## config.mk

```make
export PLATFORM = sky130hd
export DESIGN_NAME = crs_ctrl_top
export DESIGN_NICKNAME = d
export VERILOG_FILES = /design/src/rtl/crs_pkg.sv /design/src/rtl/crs_cfg_reg.sv /design/src/rtl/crs_flag_bank.sv /design/src/rtl/crs_ctrl_top.sv
export SDC_FILE = /design/constraint.sdc
export NUM_CORES = 2
export LEC_CHECK = 0
export ABC_AREA = 0
export BUFFER_PORTS_ARGS = -buffer_cell sky130_fd_sc_hd__buf_2
export CORE_MARGIN = 2
export CORE_UTILIZATION = 29
export CTS_CLUSTER_SIZE = 25
export DETAILED_ROUTE_END_ITERATION = 10
export PLACE_DENSITY_LB_ADDON = 0.25
export RECOVER_POWER = 100
export SLEW_MARGIN = 10
export SYNTH_ARGS = -nofsm -noshare
export SYNTH_HDL_FRONTEND = slang
export SYNTH_SLANG_ARGS = --single-unit
```

## constraint.sdc

```tcl
create_clock -name clk -period 3.9 [get_ports clk]
set_clock_uncertainty 0.2 [all_clocks]
set_input_delay 0 -clock clk [delete_from_list [all_inputs] [get_ports clk]]
set_output_delay 0 -clock clk [all_outputs]
set_load 0.03 [all_outputs]
```

## src/rtl/crs_pkg.sv

```systemverilog
// Package: constants and the update command shared by the controller.
// Assumes the 32-bit register format with fixed field positions.
package crs_pkg;
    localparam int NUM_SLOTS  = 32;
    localparam int NUM_FUNCS  = 32;
    localparam int GROUP_SIZE = 8;
    localparam int SLOT_W     = $clog2(NUM_SLOTS);
    localparam int FUNC_W     = $clog2(NUM_FUNCS);
    localparam int GRP_W      = $clog2(NUM_FUNCS / GROUP_SIZE);
    localparam int REG_W      = 32;

    // Field positions: other logic decodes these
    localparam int TRIG_BIT = 0;
    localparam int SLOT_LSB = 1;
    localparam int GRP_LSB  = 8;
    localparam int VAL_LSB  = 16;
    localparam logic [REG_W-1:0] WR_MASK = 32'h00FF_033F;

    typedef struct packed {
        logic [SLOT_W-1:0]     slot;
        logic [GRP_W-1:0]      grp;
        logic [GROUP_SIZE-1:0] val;
    } upd_cmd_t;

    typedef enum logic [1:0] {
        ST_IDLE   = 2'd0,
        ST_APPLY  = 2'd1,
        ST_FINISH = 2'd2
    } upd_state_t;
endpackage

```

## src/rtl/crs_cfg_reg.sv

```systemverilog
// Control register with a self-clearing trigger and the update sequencer.
// Assumes writes arrive as single-cycle strobes. A write is dropped while
// the trigger reads 1. An update takes a latch cycle and then a write
// cycle, and the trigger clears on the cycle after that.
module crs_cfg_reg
    import crs_pkg::*;
(
    input  logic             clk,
    input  logic             rst_n,
    input  logic             wr_en,
    input  logic [REG_W-1:0] wr_data,
    output logic [REG_W-1:0] rd_data,
    output logic             upd_en,
    output upd_cmd_t         upd_cmd
);
    logic [REG_W-1:0] reg_q;
    upd_state_t       state_q;
    upd_cmd_t         cmd_q;

    // Register storage, the sequencer state and the latched command
    always_ff @(posedge clk) begin
        if (!rst_n) begin
            reg_q   <= '0;
            state_q <= ST_IDLE;
            cmd_q   <= '0;
        end else begin
            unique case (state_q)
                ST_IDLE: begin
                    if (reg_q[TRIG_BIT]) begin
                        cmd_q.slot <= reg_q[SLOT_LSB +: SLOT_W];
                        cmd_q.grp  <= reg_q[GRP_LSB +: GRP_W];
                        cmd_q.val  <= reg_q[VAL_LSB +: GROUP_SIZE];
                        state_q    <= ST_APPLY;
                    end else if (wr_en) begin
                        reg_q <= wr_data & WR_MASK;
                    end
                end
                ST_APPLY:  state_q <= ST_FINISH;
                ST_FINISH: begin
                    reg_q[TRIG_BIT] <= 1'b0;
                    state_q         <= ST_IDLE;
                end
                default:   state_q <= ST_IDLE;
            endcase
        end
    end

    assign rd_data = reg_q;
    assign upd_en  = (state_q == ST_APPLY);
    assign upd_cmd = cmd_q;

    assert_reserved_zero_R2: assert property (@(posedge clk) disable iff (!rst_n)
        (rd_data & ~WR_MASK) == '0);
    assert_busy_holds_trigger_R5: assert property (@(posedge clk) disable iff (!rst_n)
        (state_q != ST_IDLE) |-> rd_data[TRIG_BIT]);
    assert_drop_write_R5: assert property (@(posedge clk) disable iff (!rst_n)
        (wr_en && rd_data[TRIG_BIT] && state_q != ST_FINISH) |=> $stable(rd_data));
    assert_single_write_R4: assert property (@(posedge clk) disable iff (!rst_n)
        upd_en |=> !upd_en);
    assert_trigger_clears_R4: assert property (@(posedge clk) disable iff (!rst_n)
        upd_en |-> ##2 !rd_data[TRIG_BIT]);
endmodule

```

## src/rtl/crs_flag_bank.sv

```systemverilog
// Enable flags and sticky "normal answer given" records per slot and
// function, plus the registered retry decision. Assumes at most one
// group write and one request per cycle. A request sees the flags
// as they were before the edge.
module crs_flag_bank
    import crs_pkg::*;
(
    input  logic              clk,
    input  logic              rst_n,
    input  logic              upd_en,
    input  upd_cmd_t          upd_cmd,
    input  logic              req_valid,
    input  logic [SLOT_W-1:0] req_slot,
    input  logic [FUNC_W-1:0] req_func,
    input  logic              req_is_vf,
    input  logic [FUNC_W-1:0] req_parent_func,
    output logic              rsp_valid,
    output logic              rsp_retry
);
    localparam int GRP_SHIFT = $clog2(GROUP_SIZE);

    logic [NUM_SLOTS-1:0][NUM_FUNCS-1:0] en_q;
    logic [NUM_SLOTS-1:0][NUM_FUNCS-1:0] done_q;
    logic [FUNC_W-1:0]    grp_base;
    logic [NUM_FUNCS-1:0] grp_mask;
    logic [NUM_FUNCS-1:0] grp_data;
    logic [FUNC_W-1:0]    tgt_func;
    logic                 want_retry;

    // Place the 8-bit group value at the group's function positions
    always_comb begin
        grp_base = FUNC_W'(upd_cmd.grp) << GRP_SHIFT;
        grp_mask = NUM_FUNCS'({GROUP_SIZE{1'b1}}) << grp_base;
        grp_data = NUM_FUNCS'(upd_cmd.val) << grp_base;
    end

    // Virtual functions use the parent's flags
    always_comb begin
        tgt_func   = req_is_vf ? req_parent_func : req_func;
        want_retry = en_q[req_slot][tgt_func] && !done_q[req_slot][tgt_func];
    end

    // Flag writes, sticky records and the registered decision
    always_ff @(posedge clk) begin
        if (!rst_n) begin
            en_q      <= '0;
            done_q    <= '0;
            rsp_valid <= 1'b0;
            rsp_retry <= 1'b0;
        end else begin
            if (upd_en) begin
                en_q[upd_cmd.slot] <= (en_q[upd_cmd.slot] & ~grp_mask) | grp_data;
            end
            rsp_valid <= req_valid;
            rsp_retry <= req_valid && want_retry;
            if (req_valid && !want_retry) begin
                done_q[req_slot][tgt_func] <= 1'b1;
            end
        end
    end

    assert_rsp_follows_req_R7: assert property (@(posedge clk) disable iff (!rst_n)
        req_valid |=> rsp_valid);
    assert_no_spurious_rsp_R7: assert property (@(posedge clk) disable iff (!rst_n)
        !req_valid |=> !rsp_valid);
    assert_retry_needs_valid_R7: assert property (@(posedge clk) disable iff (!rst_n)
        rsp_retry |-> rsp_valid);
    assert_sticky_kept_R8: assert property (@(posedge clk) disable iff (!rst_n)
        rst_n |=> ((done_q & $past(done_q)) == $past(done_q)));
endmodule

```

## src/rtl/crs_ctrl_top.sv

```systemverilog
// Configuration retry status controller: the control register and
// sequencer feed the flag bank, which answers configuration requests.
// Assumes a single clock domain and a synchronous active-low reset.
module crs_ctrl_top
    import crs_pkg::*;
(
    input  logic        clk,
    input  logic        rst_n,
    input  logic        reg_wr_en,
    input  logic [31:0] reg_wr_data,
    output logic [31:0] reg_rd_data,
    input  logic        req_valid,
    input  logic [4:0]  req_slot,
    input  logic [4:0]  req_func,
    input  logic        req_is_vf,
    input  logic [4:0]  req_parent_func,
    output logic        rsp_valid,
    output logic        rsp_retry
);
    logic     upd_en;
    upd_cmd_t upd_cmd;

    crs_cfg_reg u_reg (
        .clk     (clk),
        .rst_n   (rst_n),
        .wr_en   (reg_wr_en),
        .wr_data (reg_wr_data),
        .rd_data (reg_rd_data),
        .upd_en  (upd_en),
        .upd_cmd (upd_cmd)
    );

    crs_flag_bank u_bank (
        .clk             (clk),
        .rst_n           (rst_n),
        .upd_en          (upd_en),
        .upd_cmd         (upd_cmd),
        .req_valid       (req_valid),
        .req_slot        (req_slot),
        .req_func        (req_func),
        .req_is_vf       (req_is_vf),
        .req_parent_func (req_parent_func),
        .rsp_valid       (rsp_valid),
        .rsp_retry       (rsp_retry)
    );
endmodule

```

[Word level (Yosys, flattened, before mapping)]
Cells that the tools add are included.
Word-level totals
  output and inout bits: 34
  memories kept: 0
  bits in registers: 2083
  memory bits (read-only): 0
  input bits: 52
  word-level logic and storage cells: 123
  bits in latches: 0
  memory bits (writable): 0
Operators by class
  bitwise gates (word level): 5
  $add $sub $neg: 0
  reduce and logical (&&, ||, !) cells: 12
  multipliers: 0
  shift operators: 2
  order comparisons: 6
  equality and inequality tests: 3
  muxes and demuxes: 23
  divide/modulo/power cells: 0
Operator list (count)
  bitwise mux 1024 bit: 1
  OR 1024 bit: 1
  binary-select mux 32 bit (select 5 bit): 3
  demux 32 bit (select 5 bit): 2
  2-to-1 mux 32 bit: 5
  AND 32 bit: 1
  NOT 32 bit: 1
  OR 32 bit: 1
  left shift 8 x 5 -> 32 bit: 1
  left shift 8 x 5 -> 32 bit, first input constant: 1
  less-than comparator 5 x 6 -> 1 bit, second input constant: 3
  >= comparator 5 x 1 -> 1 bit, second input constant: 3
  binary-select mux 1 bit (select 5 bit): 2
  logical AND 1 bit: 6
  demux 1 bit (select 5 bit): 1
  2-to-1 mux 1 bit: 5
  2-to-1 mux 5 bit: 1
  one-hot mux 2 bit (2 select lines): 1
  AND reduction 3 bit: 1
  == test 2 x 1 -> 1 bit, second input constant: 1
  == test 2 bit, second input constant: 1
  zero test 1 bit: 2
  zero test 2 bit: 1
  2-to-1 mux 2 bit: 1
  other kinds (5): 5

[Longest topological paths before layout]
  word-level depth: 8
  depth in mapped cells: 17
  depth with buffers taken out: 9

[By module]
From an unflattened synthesis, not the netlist that was laid out.
Unflattened totals
  cell total of the unflattened synthesis: 12044
  area, all modules: 101234.6 um^2
Modules (own cells, without submodules)
  crs_flag_bank: area each 99847.0 um^2, cells an instance 11901, times used 1
  crs_cfg_reg: area each 1387.6 um^2, cells an instance 143, times used 1

[Worst setup path after synthesis]
OpenSTA, ideal clock, no wires.
  kind: flip-flop to flip-flop
  start point: register u_reg.cmd_q (netlist bit u_reg.upd_cmd[10])
  end point: register u_bank.en_q[114] in the netlist's numbering
  path buffers: 7
  arrival: 3.229 ns
  period minus slack after synthesis: 3.557 ns
  required time: 3.572 ns
  setup time: 0.128 ns
  stages on the path, launching flop included: 14
  slack: 0.343 ns
  cells stage by stage: dfxtp_1 buf_2 buf_4 buf_4 buf_4 buf_2 buf_2 mux4_2 a221oi_1 o21ai_0 mux2i_1 clkbuf_1 o21a_1 nor2_1
On the way
  cells in the longest elaborated chain, start to end: 5
Ends and longest elaborated chain
  start: declaration: line crs_cfg_reg.sv:18  | upd_cmd_t cmd_q;
  less-than comparator 5 x 6 -> 1 bit (implied by the code), or another cell as far along: line crs_flag_bank.sv:52  | en_q[upd_cmd.slot] <= (en_q[upd_cmd.slot] & ~grp_mask) | grp_data;
  logical AND 1 bit (implied by the code) / 2-to-1 mux 32 bit (equally long branches): line crs_flag_bank.sv:52
  2-to-1 mux 32 bit (implied by the code) / AND 32 bit (equally long branches): line crs_flag_bank.sv:52
  demux 32 bit (select 5 bit) / OR 32 bit (equally long branches)
  bitwise mux 1024 bit *: line crs_flag_bank.sv:52
  end signal: indexed assignment: line crs_flag_bank.sv:52
  end: declaration: line crs_flag_bank.sv:22  | logic [NUM_SLOTS-1:0][NUM_FUNCS-1:0] en_q;
Mark *: on every way between the ends. The rest lies on a longest branch, timed or not. The select of a mux whose other input is x is not followed.
A chain may end at the register's enable or synchronous reset.

[Worst setup path in the final report]
  start point: register u_bank.en_q[951] in the netlist's numbering
  end point: register u_bank.done_q[413] in the netlist's numbering
On the way
  cells in the longest elaborated chain, start to end: 7
Ends and longest elaborated chain
  binary-select mux 32 bit (select 5 bit): line crs_flag_bank.sv:40  | want_retry = en_q[req_slot][tgt_func] && !done_q[req_slot][tgt_func];
  2-to-1 mux 32 bit (implied by the code): line crs_flag_bank.sv:40
  binary-select mux 1 bit (select 5 bit): line crs_flag_bank.sv:40
  2-to-1 mux 1 bit (implied by the code): line crs_flag_bank.sv:40
  logical AND 1 bit: line crs_flag_bank.sv:40
  zero test 1 bit: line crs_flag_bank.sv:56  | if (req_valid && !want_retry) begin
  logical AND 1 bit: line crs_flag_bank.sv:56
  end signal: assignment: line crs_flag_bank.sv:47  | done_q <= '0;
  end signal: indexed assignment: line crs_flag_bank.sv:57  | done_q[req_slot][tgt_func] <= 1'b1;
  end: declaration: line crs_flag_bank.sv:23  | logic [NUM_SLOTS-1:0][NUM_FUNCS-1:0] done_q;
No other way between the ends. The select of a mux whose other input is x is not followed.

==> impl_metrics.env <==
export IMPL_top_level_ports=86
export IMPL_syn_inst=11100
export IMPL_holdWs_ns=0.0365
export IMPL_end_kind="flip-flop"
export IMPL_final_cells=15800
export IMPL_antenna_found_initial=17
export IMPL_synth_edff_count=0
export IMPL_hold_path_class="input port to flip-flop"
export IMPL_final_hold_violation_count=0
export IMPL_crit_path_start_kind="flip-flop"
export IMPL_nNetsFinal=11200
export IMPL_synth_cell_types=57
export IMPL_fin_area_mm2=0.117
export IMPL_place_area_mm2=0.108
export IMPL_die_x_um=585
export IMPL_synth_top_area_share=0.427
export IMPL_grt_pass1_wl_mm=598
export IMPL_tritoncts="done"
export IMPL_placedCellCount=15300
export IMPL_syn_avg_cell_area_um2=8.83
export IMPL_ys_seq_elements=2083
export IMPL_async_flop_share=0
export IMPL_p_per_area_mw_per_mm2=389
export IMPL_dieHeight_um=585
export IMPL_wl_per_cell_um=26.8
export IMPL_multi_input_area_mm2=0.0527
export IMPL_whs_path_depth=4
export IMPL_fillers=34000
export IMPL_grt_busiest_layer="met2"
export IMPL_yosysTopAreaCell="dfxtp_1"
export IMPL_grt_pass1_vias=84200
export IMPL_finalCritPeriodShare=1.02
export IMPL_ff2ff_path_depth=16
export IMPL_status="finished with violations"
export IMPL_cts_inserted_buffers=225
export IMPL_met2_usage=0.368
export IMPL_cts_sinks=2083
export IMPL_met3_usage=0.0506
export IMPL_avgViaCountPerCell=5.62
export IMPL_rsz0062_at_grt="true"
export IMPL_drt_iter0_markers=10700
export IMPL_worstPathRequired_ns=4.51
export IMPL_yosysSeqAreaShare=0.427
export IMPL_clk_pin_slew_ns=0.06
export IMPL_routed_wl_mm=424
export IMPL_worst_slew_pin_slew_ns=1.82
export IMPL_gp_congestion=0.936
export IMPL_crit_type="flip-flop to flip-flop"
export IMPL_syn_area_mm2=0.0977
export IMPL_syn2layout_area_growth_pct=20.0
export IMPL_final_max_slew_viol_count=174
export IMPL_ant_nets=0
export IMPL_crit_fanout=17
export IMPL_synth_ff_type="dfxtp_1"
export IMPL_drv_cap=2
export IMPL_cp_data_arrival_time_ns=4.58
export IMPL_met1_usage=0.307
export IMPL_p_leak_nw=39.5
export IMPL_period_minus_slack_ns=3.97
export IMPL_initial_core_util=0.291
export IMPL_htreeDepth=4
export IMPL_grt_max_degree=217
export IMPL_drcViolationCount=0
export IMPL_die_area_mm2=0.342
export IMPL_via_count=88900
export IMPL_violations="capacitance limit, slew limit, setup timing"
export IMPL_clock_latency_ns=0.93
export IMPL_drive_above_1_share=0.183
export IMPL_vdd_drop_max_uv=328
export IMPL_root_buffer="clkbuf_16"
export IMPL_totalPowerFinal_mw=45.6
export IMPL_timing_final_ws_setup_ns=-0.0674
export IMPL_max_freq_mhz=252
export IMPL_grt_util_all_layers=0.236
export IMPL_yosys_warnings=0
export IMPL_clk_path_buf_depth=4
export IMPL_std_cell_rows=213
export IMPL_utilization=0.349
export IMPL_finalSetupViolCount=380
export IMPL_portBuffers=53
export IMPL_seqCellArea_mm2=0.0417
export IMPL_slew_headroom=-0.211
export IMPL_dr_pass1_iters=8
export IMPL_grt_remaining_overflow=0
export IMPL_hpwl_mm=271
export IMPL_core_region_area_mm2=0.336
export IMPL_synth_area_leaders="dfxtp_1 (43%), nand2_1 (12%), mux2i_1 (11%)"
-- final cells by class --
cell class / instances / share of cell area
sequential: 2083 / 0.356
clock buffer: 349 / 0.0578
timing repair buffer: 954 / 0.0836
clock inverter: 47 / 0.00467
inverter: 5 / 0.000224
multi-input combinational: 7861 / 0.449
antenna: 7 / 0.000149
tap: 4515 / 0.0482
-- registers in the layout (all words and copies together) (netlist names) --
register          count
u_reg.upd_cmd        15
u_bank.done_q      1024
u_reg.rd_data        16
u_bank.rsp_valid      1
u_bank.en_q        1024
u_bank.rsp_retry      1
u_reg.state_q         2
-- layout by cell type (no fill, tap or decap), types with 114 or more instances in the layout --
cell type     n
nand2_1    3081
dfxtp_1    2076
mux2i_1    1046
a21oi_1     977
o31ai_1     628
buf_4       571
o22ai_1     520
o31ai_2     380
mux4_2      269
clkbuf_16   241
nor2_1      227
buf_12      171
nor4_1      114
-- worst max-delay path, stage by stage, from the launching register on --
cell and delay (ns):
dfxtp_1 0.35, mux2i_4 0.36, o22ai_4 0.20, nor4_2 0.17, buf_4 0.15, a21oi_2 0.07
buf_4 0.17, a2111oi_4 0.32, buf_4 0.20, o22ai_1 0.09, nor4_2 0.38, buf_4 0.25
nor3b_2 0.08, buf_6 0.18, clkbuf_16 0.24, buf_16 0.18, o31ai_1 0.24
-- metrics by stage --
step | worst slack (ns) | TNS [ns]
floorplan | 0.343 | 0
global placement | -1.23 | -1199.69
detailed placement | -1.06 | -983.78
CTS | 0.000761 | 0
global route | -0.0460 | -3.68
finish | -0.0674 | -7.43
-- metal layers --
layer | share of wire | wire length [µm] | up-vias
met5 | 0.00033 | 142 | -
met2 | 0.44 | 188000 | 4470
li1 | - | - | 39400
met3 | 0.097 | 41100 | 1099
met4 | 0.056 | 23800 | 14
met1 | 0.40 | 171000 | 43800
-- path summary, 6_finish.rpt --
| path | startpoint | to | slack [ns] |
|---|---|---|---|
| min reg2reg | u_bank.done_q[277] | u_bank.done_q[277] | 0.25 |
| max reg2reg | u_bank.en_q[951] | u_bank.done_q[413] | -0.07 |
| min | rst_n | u_bank.en_q[754] | 0.04 |
| max | u_bank.en_q[951] | u_bank.done_q[413] | -0.07 |
-- power by group --
group	internal (mW)	switching [mW]	total (mW)
clock	12.6	9.21	21.8
sequential	21.3	0.0385	21.3
combinational	0.747	1.73	2.48
-- cells in the mapped netlist, types with 4 or more instances --
library cell,number
and2_1,103
nor3_1,10
nor2_1,256
o22ai_1,522
a21oi_1,1000
o21ai_0,110
o31ai_2,300
buf_4,43
nor2b_1,9
clkbuf_1,675
nand3_1,13
nand3b_1,6
inv_1,4
dfxtp_1,2083
a22o_1,17
mux2i_1,1056
or3_1,4
o21a_1,64
a2111oi_0,16
nand4bb_1,5
nand2b_1,7
o31ai_1,724
a221oi_1,24
buf_1,21
nor4_1,129
buf_6,37
mux4_2,269
nand2_1,3118
or2_2,4
buf_2,348
a22oi_1,12
mux2_2,34
-- what timing repair did --
action / 4_1_cts / 5_1_grt
hold buffers: 82 / 0
setup buffers: 0 / 11
endpoints found under the hold margin: 957 / 0
pin swaps: 2 / 17
resized for setup: 34 / 173
cloned: 0 / 18
endpoints found under the setup margin: 1025 / 1064
-- cells by family (layout without fill, tap and decap cells) --
logic type	Yosys count	in the layout	synth area share
and+or+nand+nor	3682	3682	0.150
other	1	23	0.0000384
muxes	1359	1359	0.174
AOI/OAI and AO/OA	2804	2804	0.196
buffers and inverters	1133	1355	0.0528
DFF	2083	2083	0.427
(Power assumes the default switching activity.)
